**src/rtl/bcrs_pkg.sv**
```systemverilog
// Package: shared constants and types for the broadcast channel register selector.
// Assumes an 8-bit address space with the global window at its top.
package bcrs_pkg;
    localparam int BYTE_W  = 8;
    localparam int ADDR_W  = 8;
    typedef logic [BYTE_W-1:0] byte_t;
    typedef logic [ADDR_W-1:0] addr_t;
    localparam addr_t GLB_BASE   = 8'hEF;
    localparam addr_t MASK_ADDR  = 8'hFC;
    localparam addr_t CTRL_ADDR  = 8'hFF;
    localparam int    CTRL_CHEN  = 0;
endpackage

```
**src/rtl/bcrs_global_regs.sv**
```systemverilog
// Global register window: holds the channel mask and the routing bit.
// Always decoded, whatever the page selection. Assumes NUM_CH < 8.
module bcrs_global_regs
    import bcrs_pkg::*;
#(
    parameter int NUM_CH = 4
) (
    input  logic              clk,
    input  logic              rst_n,
    input  addr_t             addr_i,
    input  logic              wr_en_i,
    input  byte_t             wr_data_i,
    output logic [NUM_CH-1:0] mask_o,
    output logic              chen_o,
    output logic              hit_o,
    output byte_t             rd_data_o
);
    logic [NUM_CH-1:0] mask_q;
    logic              chen_q;
    logic              unused_wr_bits;

    assign unused_wr_bits = ^wr_data_i;
    assign hit_o  = (addr_i >= GLB_BASE);
    assign mask_o = mask_q;
    assign chen_o = chen_q;

    // Update the mask and routing bit on writes to their addresses.
    always_ff @(posedge clk) begin
        if (!rst_n) begin
            mask_q <= '0;
            chen_q <= 1'b0;
        end else if (wr_en_i) begin
            if (addr_i == MASK_ADDR) mask_q <= wr_data_i[NUM_CH-1:0];
            if (addr_i == CTRL_ADDR) chen_q <= wr_data_i[CTRL_CHEN];
        end
    end

    // Return the global register at the address, zero for holes.
    always_comb begin
        rd_data_o = '0;
        if (addr_i == MASK_ADDR) rd_data_o[NUM_CH-1:0] = mask_q;
        if (addr_i == CTRL_ADDR) rd_data_o[CTRL_CHEN]  = chen_q;
    end

    AST_MASK_RSVD_ZERO: assert property (@(posedge clk) disable iff (!rst_n)
        (addr_i == MASK_ADDR) |-> (rd_data_o[BYTE_W-1:NUM_CH] == '0));
    AST_MASK_HOLD: assert property (@(posedge clk) disable iff (!rst_n)
        !(wr_en_i && addr_i == MASK_ADDR) |=> $stable(mask_q));
endmodule

```
**src/rtl/bcrs_reg_bank.sv**
```systemverilog
// One register page of DEPTH bytes with a single write port and a read port.
// Assumes DEPTH is a power of two greater than one and the caller range-checks.
module bcrs_reg_bank
    import bcrs_pkg::*;
#(
    parameter int    DEPTH = 8,
    parameter byte_t RST   = 8'h00,
    localparam int   IDX_W = $clog2(DEPTH)
) (
    input  logic                    clk,
    input  logic                    rst_n,
    input  logic                    wr_en_i,
    input  logic [IDX_W-1:0]        idx_i,
    input  byte_t                   wr_data_i,
    output byte_t                   rd_data_o,
    output logic [DEPTH*BYTE_W-1:0] regs_o
);
    byte_t regs_q [DEPTH];

    // Store the write byte at the indexed offset.
    always_ff @(posedge clk) begin
        if (!rst_n) begin
            for (int i = 0; i < DEPTH; i++) regs_q[i] <= RST;
        end else if (wr_en_i) begin
            regs_q[idx_i] <= wr_data_i;
        end
    end

    assign rd_data_o = regs_q[idx_i];

    for (genvar g = 0; g < DEPTH; g++) begin : g_flat
        assign regs_o[g*BYTE_W +: BYTE_W] = regs_q[g];
    end

    AST_BANK_HOLD: assert property (@(posedge clk) disable iff (!rst_n)
        !wr_en_i |=> $stable(regs_o));
endmodule

```
**src/rtl/bcrs_read_sel.sv**
```systemverilog
// Picks the read byte of the lowest-numbered channel set in the mask.
// Returns zero and a clear any-flag when the mask is empty.
module bcrs_read_sel
    import bcrs_pkg::*;
#(
    parameter int NUM_CH = 4
) (
    input  logic                     clk,
    input  logic                     rst_n,
    input  logic [NUM_CH-1:0]        mask_i,
    input  logic [NUM_CH*BYTE_W-1:0] ch_rd_i,
    output byte_t                    rd_data_o,
    output logic                     any_o
);
    logic [NUM_CH-1:0] pick;

    // Lowest set mask bit wins.
    always_comb begin
        pick      = '0;
        rd_data_o = '0;
        any_o     = 1'b0;
        for (int c = 0; c < NUM_CH; c++) begin
            if (mask_i[c] && !any_o) begin
                pick[c]   = 1'b1;
                rd_data_o = ch_rd_i[c*BYTE_W +: BYTE_W];
                any_o     = 1'b1;
            end
        end
    end

    AST_ONE_PICK: assert property (@(posedge clk) disable iff (!rst_n)
        $onehot0(pick) && ((mask_i != '0) == any_o));
endmodule

```
**src/rtl/bcast_reg_selector.sv**
```systemverilog
// Top: decodes the address into global, shared-page and channel-page accesses,
// broadcasts channel writes to every masked channel, and muxes read data.
// Assumes SHR_REGS and CH_REGS are powers of two and smaller than GLB_BASE.
module bcast_reg_selector
    import bcrs_pkg::*;
#(
    parameter int NUM_CH   = 4,
    parameter int SHR_REGS = 8,
    parameter int CH_REGS  = 8,
    localparam int SHR_IDX = $clog2(SHR_REGS),
    localparam int CH_IDX  = $clog2(CH_REGS)
) (
    input  logic                              clk,
    input  logic                              rst_n,
    input  logic [ADDR_W-1:0]                 addr_i,
    input  logic                              wr_en_i,
    input  logic [BYTE_W-1:0]                 wr_data_i,
    output logic [BYTE_W-1:0]                 rd_data_o,
    output logic [SHR_REGS*BYTE_W-1:0]        shr_cfg_o,
    output logic [NUM_CH*CH_REGS*BYTE_W-1:0]  ch_cfg_o
);
    localparam addr_t SHR_LIM = addr_t'(SHR_REGS);
    localparam addr_t CH_LIM  = addr_t'(CH_REGS);

    logic [NUM_CH-1:0]        mask;
    logic                     chen;
    logic                     glb_hit;
    byte_t                    glb_rd;
    logic                     shr_ok;
    logic                     ch_ok;
    byte_t                    shr_rd;
    logic [NUM_CH*BYTE_W-1:0] ch_rd;
    byte_t                    sel_rd;
    logic                     sel_any;

    assign shr_ok = !glb_hit && (addr_i < SHR_LIM);
    assign ch_ok  = !glb_hit && (addr_i < CH_LIM);

    bcrs_global_regs #(.NUM_CH(NUM_CH)) u_glb (
        .clk(clk), .rst_n(rst_n), .addr_i(addr_i), .wr_en_i(wr_en_i),
        .wr_data_i(wr_data_i), .mask_o(mask), .chen_o(chen),
        .hit_o(glb_hit), .rd_data_o(glb_rd)
    );

    bcrs_reg_bank #(.DEPTH(SHR_REGS)) u_shr (
        .clk(clk), .rst_n(rst_n),
        .wr_en_i(wr_en_i && shr_ok && !chen),
        .idx_i(addr_i[SHR_IDX-1:0]), .wr_data_i(wr_data_i),
        .rd_data_o(shr_rd), .regs_o(shr_cfg_o)
    );

    for (genvar c = 0; c < NUM_CH; c++) begin : g_ch
        bcrs_reg_bank #(.DEPTH(CH_REGS)) u_bank (
            .clk(clk), .rst_n(rst_n),
            .wr_en_i(wr_en_i && ch_ok && chen && mask[c]),
            .idx_i(addr_i[CH_IDX-1:0]), .wr_data_i(wr_data_i),
            .rd_data_o(ch_rd[c*BYTE_W +: BYTE_W]),
            .regs_o(ch_cfg_o[c*CH_REGS*BYTE_W +: CH_REGS*BYTE_W])
        );
    end

    bcrs_read_sel #(.NUM_CH(NUM_CH)) u_sel (
        .clk(clk), .rst_n(rst_n), .mask_i(mask), .ch_rd_i(ch_rd),
        .rd_data_o(sel_rd), .any_o(sel_any)
    );

    // Route read data from the global window or the selected page.
    always_comb begin
        if (glb_hit)     rd_data_o = glb_rd;
        else if (chen)   rd_data_o = ch_ok  ? sel_rd : '0;
        else             rd_data_o = shr_ok ? shr_rd : '0;
    end

    AST_SHARED_HOLD: assert property (@(posedge clk) disable iff (!rst_n)
        chen |=> $stable(shr_cfg_o));
    AST_CH_HOLD: assert property (@(posedge clk) disable iff (!rst_n)
        !chen |=> $stable(ch_cfg_o));
    AST_NOSEL_ZERO: assert property (@(posedge clk) disable iff (!rst_n)
        (chen && !sel_any && !glb_hit) |-> (rd_data_o == '0));
    AST_HOLE_ZERO: assert property (@(posedge clk) disable iff (!rst_n)
        (!glb_hit && !ch_ok && !shr_ok) |-> (rd_data_o == '0));
endmodule

```
**config.mk**
```make
export PLATFORM = sky130hd
export DESIGN_NAME = bcast_reg_selector
export DESIGN_NICKNAME = d
export VERILOG_FILES = /design/src/rtl/bcrs_pkg.sv /design/src/rtl/bcrs_global_regs.sv /design/src/rtl/bcrs_reg_bank.sv /design/src/rtl/bcrs_read_sel.sv /design/src/rtl/bcast_reg_selector.sv
export SDC_FILE = /design/constraint.sdc
export NUM_CORES = 1
export LEC_CHECK = 0
export ABC_AREA = 1
export CORE_AREA = 2 2 169 171
export DETAILED_ROUTE_END_ITERATION = 10
export DIE_AREA = 0 0 171 173
export GPL_ROUTABILITY_DRIVEN = 0
export GPL_TIMING_DRIVEN = 0
export HOLD_SLACK_MARGIN = 0.08
export PLACE_DENSITY_LB_ADDON = 0.25
export SLEW_MARGIN = 20
export SYNTH_ARGS = -nofsm -noshare
export SYNTH_HDL_FRONTEND = slang
export SYNTH_SLANG_ARGS = --single-unit
```
**constraint.sdc**
```tcl
create_clock -name clk -period 3.6 [get_ports clk]
set_input_delay 0.54 -clock clk [delete_from_list [all_inputs] [get_ports clk]]
set_output_delay 0.54 -clock clk [all_outputs]
set_load 0.01 [all_outputs]
```
Word level (Yosys, flattened, before mapping)
Memories as Yosys holds them, arrays and structs flattened.
Index checks and enable logic that the tools add are counted.
{ "totals": {"reg_bits": 5, "mem_bits_rw": 320, "in_bits": 19, "out_inout_bits": 328, "elab_cells": 78, "n_memories": 5} }
{ "classes": {"n_lt_le_gt_ge": 2, "n_eq_ne": 2, "n_mux": 44, "reduce_logical": 23} }
{ "mem_list": {"columns": ["name", "words", "width", "read_ports", "rd_ports_with_merged_regs", "write_ports", "line", "rtl"], "rows": [
  ["g_ch[0].u_bank.regs_q", 8, 8, 9, 0, 8, "bcrs_reg_bank.sv:18", "byte_t regs_q [DEPTH];"],
  ["g_ch[1].u_bank.regs_q", 8, 8, 9, 0, 8, "bcrs_reg_bank.sv:18", null],
  ["g_ch[2].u_bank.regs_q", 8, 8, 9, 0, 8, "bcrs_reg_bank.sv:18", null],
  ["g_ch[3].u_bank.regs_q", 8, 8, 9, 0, 8, "bcrs_reg_bank.sv:18", null],
  ["u_shr.regs_q", 8, 8, 9, 0, 8, "bcrs_reg_bank.sv:18", null]
]} }
{ "ops": {"columns": ["cell", "count"], "rows": [
  ["$mux W8", 13],
  ["$reduce_or A8 Y1", 5],
  ["$mux W1", 25],
  ["$eq A8 B8 Y1 const B", 2],
  ["$mux W3", 5],
  ["$logic_and A1 B1 Y1", 11],
  ["$ge A8 B8 Y1 const B", 1],
  ["$lt A8 B4 Y1 const B", 1],
  ["$logic_not A1 Y1", 5],
  ["$mux W4", 1],
  ["$reduce_and A2 Y1", 2]
]} }

Longest topological paths before layout
{ "depth": {"word_depth": 13, "mapped_depth": 14, "depth_no_buf": 12} }

Modules after synthesis
A second synthesis with hierarchy kept.
{ "unflattened": {"hier_cells": 1860, "hier_area_um2": 16930.0} }
{ "by_module_without_submodules": {"columns": ["module", "instances", "cells_per_inst", "area_each_um2", "seq_area_each_um2"], "rows": [
  ["bcrs_reg_bank", 5, 334, 3169.3, 1921.8],
  ["bcrs_global_regs", 1, 64, 399.1, 100.1],
  ["bcrs_read_sel", 1, 65, 362.8, 0.0],
  ["bcast_reg_selector", 1, 61, 321.6, 0.0]
]} }

Least setup slack after synthesis
No wires, ideal clock.
{ "synth_path": {"path_kind": "input to output", "from": "in addr_i[1]", "to": "out rd_data_o[4]", "arrival_time_ps": 1809, "required_time_ps": 3060, "slack_ps": 1251, "path_stages": 11, "path_buffers": 2, "cell_sequence": "buf_4 -> nand2_1 -> inv_1 -> nand2_1 -> buf_2 -> nor2_1 -> nor3_1 -> nand2_1 -> nand2_1 -> nand2_1 -> nor2_1"} }
{ "synth_via": {"elab_chain_len": 8, "word_cells_on_any_way": 17, "classes_between": "order compare (2); mux (8); reduce/logical (2); memory (5)"} }
{ "synth_rtl": {"columns": ["element", "line", "rtl"], "rows": [
  ["start, declared", "bcast_reg_selector.sv:15", "input logic [ADDR_W-1:0] addr_i,"],
  ["$mem_v2 Z8 W8", null, null],
  ["$mux W8 (4 in a row)", "bcrs_read_sel.sv:23", "if (mask_i[c] && !any_o) begin"],
  ["$mux W8 (2 in a row)", "bcast_reg_selector.sv:70", "else if (chen) rd_data_o = ch_ok ? sel_rd : '0;"],
  ["$mux W8 *", "bcast_reg_selector.sv:69", "if (glb_hit) rd_data_o = glb_rd;"],
  ["end, declared", "bcast_reg_selector.sv:18", "output logic [BYTE_W-1:0] rd_data_o,"]
]} }
Every way passes the cells marked *; elsewhere a longest branch is shown, timed or not.

Worst setup path after layout
Same ends and word-level chain as after synthesis.

==> out/qor.txt <==
outcome -> finished, violations left
failing checks -> setup timing
WHS Endpoint -> u_glb.mask_o[3]
GR Overflow Total -> 0
Critical Path Sink Type -> output port
Final TNS setup -> -79.2 ps
initial antenna violation count -> 6
Die Y-Extent -> 173 um
Worst setup SP type -> input pin
CTS Buf Count -> 31
# setup viols final -> 2
Hold Crit Class -> flop to flop
Distinct cells, synth -> 29
core area -> 27600 um2
Synth Flop Type -> edfxtp_1
# rows -> 61
# port buffers -> 344
fraction of layout cells with a size suffix above 1 -> 8.56%
synthesized instance count -> 1543
full die area -> 29600 um2
top area cells in the synthesized netlist -> edfxtp_1 (65%), nor2_1 (13%), nand2_1 (7.6%), inv_1 (2.5%), o21ai_0 (1.8%)
Post-CTS Hold Fix Bufs -> 0
start point of the worst hold path -> u_glb.mask_o[3]
DP HPWL -> 43.4 mm
Area Growth Syn to Fin -> 34.9%
Tightest Pin Transition -> 1010 ps
drt wl/cell -> 25.3 um
Slew HR -> 32.5%
global-route wire length before repair -> 83.6 mm
Routed Antenna Nets -> 0
Leakage -> 8.18 nW
Hold Slack -> 558 ps
syn_area_per_cell -> 9.61 um2
CTS Root Cell -> clkbuf_16
reg-to-reg endpoint -> g_ch[0].u_bank.regs_q[4][5]
CTS Sinks -> 325
total iterations of the first detailed-routing run -> 7
post-synth top area share -> 64.8%
vias in the first global route -> 13067
syn_nets -> 1562
Pwr per Cell Area -> 417 nW/um2
Hold Crit Depth -> 2
minimum clock period -> 3670 ps
H-tree levels -> 1
pin count of the biggest net entering global routing -> 16
Max FO, Critical Path -> 9
worst path required time -> 3060 ps
critical path arrival -> 3130 ps
Die X-Extent -> 171 um
most common cell in the netlist -> nor2_1
worst skew pair latency -> 570 ps
CTS tree -> done
R2R Path Start -> u_glb.mask_o[0]
endpoints failing hold -> 0
Netlist Area Pre-Place -> 14800 um2
Setup WS post-layout -> -70.1 ps
R2R depth -> 5
Seq/Total Area, Yosys -> 65.5%
Layout Nets -> 1948
Setup Crit Path Kind -> input pin to output port
Yosys reg bits -> 325
maxcap violations -> 0
vias per inst -> 6.05
initial core utilization -> 53.7%
period utilization -> 102%
flop2flop setup slack -> 1350 ps
leading area contributor after synthesis -> edfxtp_1
I/O Pins -> 347
Max Fclk -> 0.272 GHz
Post-synth top cells -> nor2_1 (506), edfxtp_1 (320), nand2_1 (300)
Setup Skew -> 13.1 ps
routed vias -> 14128
EDFF count, synth -> 320
Global Route Usage Sum -> 39.0%
DRT iter0 DRCs -> 2534
RSZ-0062 raised after global routing -> yes
Clock Path Buffers -> 3
DR DRC count -> 0
synth warn -> 0
Worst VDD drop -> 0.273 mV
fin. max-slew vios -> 0
asr flop ratio synth -> 0%
Total Wirelength -> 59.0 mm
Clock transition at path regs -> 60 ps
## power by group
group	switching [W]	internal (W)
logic	0.000568	0.000338
registers	0.000114	0.00427
clock network	0.00142	0.00164
## metrics by stage
stage               area [um2]  instances  util, %  setup slack [ps]  power, W
floorplan                14800       1543        -              1250   0.00479
global placement         18700       2265     67.8              -575   0.00529
detailed placement       18700       2265     67.8              -613   0.00530
CTS                      19800       2325     71.8              4.46   0.00826
global route             20000       2333     72.4             -89.7   0.00848
finish                   20000       2334     72.4             -70.1   0.00835
## cell type report
| cell class | count | area (um2) |
|---|---|---|
| repair buffers | 353 | 3540 |
| diodes | 4 | 10.0 |
| clock inverters | 22 | 131 |
| well taps | 378 | 473 |
| clock buffers | 34 | 787 |
| plain buffers | 79 | 443 |
| inverters | 104 | 394 |
| multi-input cells | 1035 | 4510 |
| fillers | 1963 | 7630 |
| flip-flops and latches | 325 | 9710 |
## sequential cells by signal, summed over array words and instances (netlist names)
name                count
u_glb.mask_o            4
g_ch.u_bank.regs_q    256
u_shr.regs_q           64
u_glb.chen_o            1
## kinds of logic (layout without fill, tap and decap cells)
family	count (synthesis)	count (layout)	share of synthesized area (%)
buffers and inverters	183	592	4.90
AOI/OAI and AO/OA	102	102	3.81
DFF	325	325	65.5
other	0	4	0
and+or+nand+nor	933	933	25.8
## worst max-delay path by stage
stage | from | to | slack (ps) | depth (start not counted)
6_report | addr_i[1] | rd_data_o[4] | -70 | 11
5_1_grt | addr_i[1] | rd_data_o[4] | -90 | 10
4_1_cts | addr_i[1] | rd_data_o[4] | 4 | 13
3_5_place_dp | addr_i[1] | rd_data_o[7] | -610 | 12
3_3_place_gp | addr_i[1] | rd_data_o[3] | -570 | 13
2_1_floorplan | addr_i[1] | rd_data_o[4] | 1250 | 11
## critical path: stages
cell and delay, ps:
clkdlybuf4s50_1 450, buf_6 180, nor3_4 690, nand2_1 130
nand3_1 150, nor2_1 60, nand2_1 100, nand3_1 110
nor2_2 160, nor2_1 70, clkdlybuf4s50_1 470
## cell usage in the layout (no fill, tap or decap), types with 2 or more instances in the layout
cell,synthesis,routed
nor2_1,506,497
clkdlybuf4s50_1,0,340
edfxtp_1,320,320
nand2_1,300,295
inv_1,98,97
o21ai_0,54,53
clkbuf_1,54,48
nand3_1,52,46
nand2_2,41,42
o22ai_1,35,35
clkbuf_16,0,31
buf_4,6,12
clkinv_2,0,11
buf_6,0,10
clkinv_1,2,10
nor3_1,9,9
a21oi_1,10,9
nor2_4,4,9
nor2_2,3,7
nand3_2,0,6
nand4_1,6,6
buf_2,14,6
nand3b_1,5,5
clkbuf_4,0,5
dfxtp_1,5,5
diode_2,0,4
clkbuf_2,0,4
inv_2,4,4
nand2_4,0,3
dlymetal6s2s_1,0,3
nor3_4,2,2
or2_2,2,2
buf_1,5,2
clkinv_4,0,2
buf_12,0,2
## timing repair
action	in CTS	in global routing
pin swaps	5	5
setup buffers	4	5
endpoints found under the hold margin	0	0
endpoints found under the setup margin	8	7
gates resized for setup	53	32
## per-layer routing
metal  GRT usage (%)  vias to the layer above  part of all wire, %
met4            19.1                        6                  5.9
li1                -                     5846                    -
met3            11.7                      266                   17
met5               0                        -                 0.14
met2            60.0                     1456                   44
met1            50.5                     6554                   33
(Power assumes the default switching activity.)
